==> config.mk <==
export PLATFORM = sky130hd
export DESIGN_NAME = pace_timer
export DESIGN_NICKNAME = d
export VERILOG_FILES = /design/src/rtl/pace_pkg.sv /design/src/rtl/pace_ctrl.sv /design/src/rtl/pace_datapath.sv /design/src/rtl/pace_timer.sv
export SDC_FILE = /design/constraint.sdc
export NUM_CORES = 1
export LEC_CHECK = 0
export CAP_MARGIN = 40
export CORE_MARGIN = 4
export CORE_UTILIZATION = 40
export CTS_BUF_LIST = sky130_fd_sc_hd__clkbuf_8
export CTS_CLUSTER_DIAMETER = 100
export DETAILED_ROUTE_END_ITERATION = 7
export DONT_BUFFER_PORTS = 1
export HOLD_SLACK_MARGIN = 0.15
export SLEW_MARGIN = 10
export SYNTH_ARGS = -nofsm -noshare
export SYNTH_HDL_FRONTEND = slang
export SYNTH_HIERARCHICAL = 1
export SYNTH_SLANG_ARGS = --single-unit
==> constraint.sdc <==
create_clock -name clk -period 2.3 [get_ports clk]
set_input_delay 0.46 -clock clk [delete_from_list [all_inputs] [get_ports clk]]
set_output_delay 0.46 -clock clk [all_outputs]
set_load 0.05 [all_outputs]
==> src/rtl/pace_pkg.sv <==
package pace_pkg;
  typedef struct packed {
    logic load;
    logic advance;
  } paceStrobes_t;
endpackage

==> src/rtl/pace_ctrl.sv <==
module pace_ctrl
  import pace_pkg::*;
(
  input  logic         loadN,
  input  logic         tick,
  input  logic         paceReq,
  input  logic         extPaceDis,
  input  logic         endN,
  output paceStrobes_t strobes,
  output logic         seqHold
);
  logic paceEn;

  always_comb begin
    strobes.load    = ~loadN;
    strobes.advance = loadN & tick;
    paceEn          = ~extPaceDis;
    seqHold         = paceReq & endN & paceEn;
  end
endmodule

==> src/rtl/pace_datapath.sv <==
module pace_datapath
  import pace_pkg::*;
#(
  parameter int SECTION_W    = 4,
  parameter int NUM_SECTIONS = 4,
  localparam int COUNT_W     = SECTION_W * NUM_SECTIONS
) (
  input  logic               clk,
  input  logic               rstN,
  input  logic               hostWrEn,
  input  logic [COUNT_W-1:0] hostWrData,
  input  paceStrobes_t       strobes,
  output logic [COUNT_W-1:0] paceRegQ,
  output logic [COUNT_W-1:0] countVal,
  output logic               endN
);
  logic [NUM_SECTIONS:0]   carryChain;
  logic [NUM_SECTIONS-1:0] sectFull;

  always_ff @(posedge clk or negedge rstN) begin
    if (!rstN)         paceRegQ <= '0;
    else if (hostWrEn) paceRegQ <= hostWrData;
  end

  assign carryChain[0] = strobes.advance;

  for (genvar s = 0; s < NUM_SECTIONS; s++) begin : g_sect
    logic [SECTION_W-1:0] sectQ;
    assign sectFull[s]     = &sectQ;
    assign carryChain[s+1] = carryChain[s] & sectFull[s];
    assign countVal[s*SECTION_W +: SECTION_W] = sectQ;

    always_ff @(posedge clk or negedge rstN) begin
      if (!rstN)              sectQ <= '0;
      else if (strobes.load)  sectQ <= paceRegQ[s*SECTION_W +: SECTION_W];
      else if (carryChain[s]) sectQ <= sectQ + 1'b1;
    end
  end

  assign endN = ~(&sectFull);
endmodule

==> src/rtl/pace_timer.sv <==
module pace_timer
  import pace_pkg::*;
#(
  parameter int SECTION_W    = 4,
  parameter int NUM_SECTIONS = 4,
  localparam int COUNT_W     = SECTION_W * NUM_SECTIONS
) (
  input  logic               clk,
  input  logic               rstN,
  input  logic               hostWrEn,
  input  logic [COUNT_W-1:0] hostWrData,
  input  logic               loadN,
  input  logic               tick,
  input  logic               paceReq,
  input  logic               extPaceDis,
  output logic [COUNT_W-1:0] countVal,
  output logic               endN,
  output logic               seqHold
);
  paceStrobes_t       strobes;
  logic [COUNT_W-1:0] paceRegQ;

  pace_ctrl u_ctrl (
    .loadN(loadN), .tick(tick), .paceReq(paceReq), .extPaceDis(extPaceDis),
    .endN(endN), .strobes(strobes), .seqHold(seqHold)
  );

  pace_datapath #(.SECTION_W(SECTION_W), .NUM_SECTIONS(NUM_SECTIONS)) u_dp (
    .clk(clk), .rstN(rstN), .hostWrEn(hostWrEn), .hostWrData(hostWrData),
    .strobes(strobes), .paceRegQ(paceRegQ), .countVal(countVal), .endN(endN)
  );
endmodule

Word-level counts from Yosys, hierarchy flattened
Cells that the tools add are included.
W data, S select, Z words.
- word-level logic and storage cells: 33
- input port bits: 23
- bits in registers: 32
- output and inout port bits: 18
- reductions and logical operators: 4
- equality and inequality tests: 4
- muxes and demuxes: 8
- bitwise logic cells: 8
- add/sub/neg operators: 4
- operator list (cell ; count):
    $mux W4 ; 8
    $add A4 B1 Y4 const B ; 4
    $reduce_and A16 Y1 ; 1
    $reduce_and A4 Y1 ; 3
    $ne A2 B1 Y1 const B ; 4
    $and A1 B1 Y1 ; 6
    $not A1 Y1 ; 2

Depth between registers and ports, before layout
- depth in word-level cells: 6
- depth in mapped cells: 6
- depth with buffers taken out: 4

By module
The synthesis kept the hierarchy.
- by module, submodules not included (module ; times used ; cells each ; area an instance (sq um) ; sequential area each (sq um)):
    pace_datapath ; 1 ; 139 ; 1556.5 ; 800.8
    pace_ctrl ; 1 ; 3 ; 18.8 ; 0.0

Least setup slack after synthesis
No wires, ideal clock.
- path kind: register -> output
- from: register u_dp.g_sect[1].sectQ[0]
- to: output port seqHold
- cell stages (with the launch flop): 5
- path slack: -577 ps
- arrival time: 2417 ps
- required time: 1840 ps
- path through: dfrtp_1 -> ha_1 -> nand4_1 -> or4_1 -> and3b_1
- longest elaborated chain between the ends: 4
- ends and longest elaborated chain (item ; RTL line ; source):
    start: declaration ; pace_datapath.sv:28 ; logic [SECTION_W-1:0] sectQ;
    start signal: assignment ; pace_datapath.sv:35 ; else if (strobes.load) sectQ <= paceRegQ[s*SECTION_W +: SECTION_W];
    start signal: assignment ; pace_datapath.sv:36 ; else if (carryChain[s]) sectQ <= sectQ + 1'b1;
    $reduce_and A16 Y1 ; pace_datapath.sv:40 ; assign endN = ~(&sectFull);
    $not A1 Y1 ; pace_datapath.sv:40 ;
    net endN ; pace_timer.sv:17 ; output logic endN,
    $and A1 B1 Y1 (2 in series) ; pace_ctrl.sv:18 ; seqHold = paceReq & endN & paceEn;
    end: declaration ; pace_timer.sv:18 ; output logic seqHold
The timed path passes the listed nets, and every way through them passes these cells.

Final worst setup path
- from: register u_dp.g_sect[0].sectQ[0]
- to: output port seqHold
- longest elaborated chain between the ends: 4
- ends and longest elaborated chain (item ; RTL line):
    start: declaration ; pace_datapath.sv:28
    start signal: assignment ; pace_datapath.sv:35
    start signal: assignment ; pace_datapath.sv:36
    $reduce_and A16 Y1 ; pace_datapath.sv:40
    $not A1 Y1 ; pace_datapath.sv:40
    $and A1 B1 Y1 (2 in series) ; pace_ctrl.sv:18
No other way between the ends.

==> summary.txt <==
Power and ir drop
  • Reg power frac: 0.449
  • Proportion of total power due to net switching: 0.332
  • Internal power: 1.01 mW
  • Comb power frac: 0.268
  • Clock network fraction of design power: 0.283
  • Switching Power: 501 uW
  • Worst ir drop on vdd: 0.389 mV
  • Leakage power of the design: 0.789 nW
  • Power per Cell Area: 778 mW/mm2

Floorplanning
  • Die outline area: 0.00501 mm2
  • Row Count: 22
  • Number of top-level pins: 41
  • Total core area: 0.00374 mm2
  • Floorplan die width: 70.8 um
  • Die Y-Extent: 70.8 um
  • Starting Density: 0.421

Logic synthesis
  • Number of nets in the synthesized netlist: 169
  • Number of storage elements in the synthesis netlist: 32
  • Post-synthesis async set-or-reset flop share: 1.00
  • Cell taking the most area after synthesis: dfrtp_1
  • Top-area cell type share of the netlist area: 0.508
  • Number of warning messages in the yosys log: 6
  • Library cell with the highest instance count after synthesis: dfrtp_1
  • Distinct cell type count after synthesis: 33
  • Synthesized area per cell: 11.1 um2
  • Most instantiated flip-flop cell in the synthesis netlist: dfrtp_1
  • Largest cells by area after synthesis: dfrtp_1 51%, mux2_2 12%, ha_1 3.2%
  • Instance count of the mapped netlist: 142
  • Proportion of synthesized chip area in sequential cells: 0.508
  • Number of synthesized flops with an enable pin: 0
  • Cell area after technology mapping: 0.00158 mm2
  • Top cells by count, synth: 32 x dfrtp_1, 17 x mux2_2, 13 x nand2_1

GRT
  • Overall track demand over capacity in global routing: 0.154
  • Global routing's busiest layer: met2
  • Global-route track usage on met1: 0.189
  • Maximum number of pins on one net before global-route repair: 33
  • Leftover overflow at the end of global routing: 0
  • Global routing usage on met3: 0.0597
  • First-pass GRT wire length: 6.01 mm
  • Number of global-route vias before repair: 1245
  • Antenna violations before repair: 0
  • Global-route met2 utilization: 0.250

Finish
  • N_diodes: 0
  • Non-Filler Instances: 212
  • Fraction of final layout cells with drive strength greater than 1: 0.402
  • Number of nets at the end of the flow: 190
  • FF/Latch Area: 818 um2
  • Total area of multi-input combinational cells: 774 um2
  • Layout fillers: 359
  • Area added between synthesis and finish: 23.3%

Clock network
  • Total clock sinks: 32
  • CTS tree: yes
  • Count of H-tree levels built during CTS: 2
  • Latest clock arrival within the worst-skew pair: 280 ps
  • Worst-case clock buffer depth: 2
  • Library cell used as clock root buffer: clkbuf_8
  • CTS buffer count: 5
  • Clock transition at the registers of the reported paths: 60 ps

Setup path
  • Arrival time at the worst endpoint: 1790 ps
  • Crit Path Category: flip-flop to output port
  • Largest stage delay on the critical path: 500 ps
  • Largest fanout on the critical path: 8
  • Cells along the critical path: ha_4 > nand3_4 > or4_4 > and3b_2
  • Setup crit end kind: output port
  • CP required: 1840 ps
  • Standard cell with the maximum stage delay on the critical path: or4_4
  • Element type at the critical path start: flip-flop

Worst hold path
  • Worst min-delay path category: primary input to flip-flop

Timing
  • Total count of max-transition violations in the final report: 0
  • Setup clock skew after layout: 4.37 ps
  • Max Clk Rate: 445 MHz
  • Count of endpoints failing hold in the final timing report: 0
  • Crit path time final: 2250 ps
  • Setup TNS: 0 ps
  • Max-Slew Margin vs Limit: 0.740
  • Unrepaired setup endpoints after global routing: no
  • Final-report setup violation count: 0
  • Share of the clock period used by the worst path after layout: 0.977
  • Slew @ Worst Pin: 389 ps

Route
  • Drt drc: 0
  • Average wire length per cell after detail routing: 17.2 um
  • Remaining antenna violation count after routing: 0
  • Detailed-route via count: 1204
  • Via-per-instance ratio: 5.68
  • Detailed-router iteration count before antenna repair: 4
  • Drt initial violations: 58
  • DRT Wirelength: 3.64 mm

Placed design
  • Number of port buffers: 0
  • HPWL after detailed placement: 2.69 mm
  • Cell total after placement: 202
  • Routability congestion estimate from global placement: 0.783

Status
  • Result of the run: finished clean

Job
  • Max-cap violation count: 0
==> stage by stage <==
stage          power (mW)  hold WS, ps  setup WS [ps]  cell area, um2   util
6_report             1.51          330           54.0            1940  0.519
5_1_grt              1.59          316           3.24            1940  0.519
4_1_cts              1.53          322           36.5            1940  0.519
3_5_place_dp         1.08          165            299            1810  0.485
3_3_place_gp         1.06          165            351            1810  0.485
2_1_floorplan       0.971          164           11.0            1640      -
==> cell type report <==
class,instances,share of cell area
clock buffers,6,0.0425
clock inverters,2,0.00387
inverters,5,0.00966
multi-input cells,97,0.399
flip-flops and latches,32,0.421
well taps,48,0.0309
repair buffers,22,0.0928
==> cells by family after synthesis <==
family,count (synthesis),share of synthesized area
flops,32,0.508
mux,19,0.134
compound gates,22,0.0977
xor+xnor,4,0.0222
simple gates,48,0.171
buf+inv,13,0.0350
fa+ha+maj,4,0.0318
==> sequential cells by signal, indices dropped and copies added (netlist names) <==
| register | cells |
|---|---|
| u_dp/g_sect.sectQ | 16 |
| u_dp/paceRegQ | 16 |
==> timing repair <==
item | in CTS | in global routing
pin swaps | 1 | 1
endpoints found under the setup margin | 1 | 1
setup buffers | 0 | 0
gates resized for setup | 1 | 0
endpoints found under the hold margin | 32 | 0
hold buffers | 2 | 0
==> worst max-delay path: cells and delay by family, from the launching register on <==
| family | cells | cell delay, ps |
|---|---|---|
| simple gates | 3 | 940 |
| fa+ha+maj | 1 | 170 |
| flops | 1 | 390 |
==> layout by cell type (no fill, tap or decap), types with 6 or more instances in the layout <==
master / netlist / final
nor2_1: 6 / 6
dfrtp_2: 0 / 14
clkbuf_8: 0 / 6
buf_4: 1 / 20
dfrtp_1: 32 / 18
nand2_1: 13 / 13
inv_1: 5 / 7
mux2_2: 17 / 17
o21ai_0: 7 / 7
==> path summary, 6_finish.rpt <==
path	startpoint	to	slack, ps	depth (start not counted)
min reg2reg	u_dp/paceRegQ[5]	u_dp/g_sect[1].sectQ[1]	480	2
min in group asynchronous	rstN	u_dp/paceRegQ[1]	620	2
max in group asynchronous	rstN	u_dp/g_sect[2].sectQ[0]	1490	2
min	hostWrData[10]	u_dp/paceRegQ[10]	330	1
max reg2reg	u_dp/g_sect[0].sectQ[2]	u_dp/g_sect[3].sectQ[3]	580	4
max	u_dp/g_sect[0].sectQ[0]	seqHold	50	4
==> power by group through the flow <==
stage	registers, mW	logic (mW)	clock network, mW
finish	0.678	0.404	0.428
global route	0.687	0.439	0.466
CTS	0.680	0.410	0.443
detailed placement	0.688	0.390	0
global placement	0.684	0.378	0
floorplan	0.833	0.139	0
==> per-layer routing <==
layer / share of wire / up-vias
li1: - / 567
met1: 0.44 / 603
met5: 0 / -
met4: 0.0088 / 0
met3: 0.063 / 6
met2: 0.49 / 28
Power figures use the tool's default switching activity.
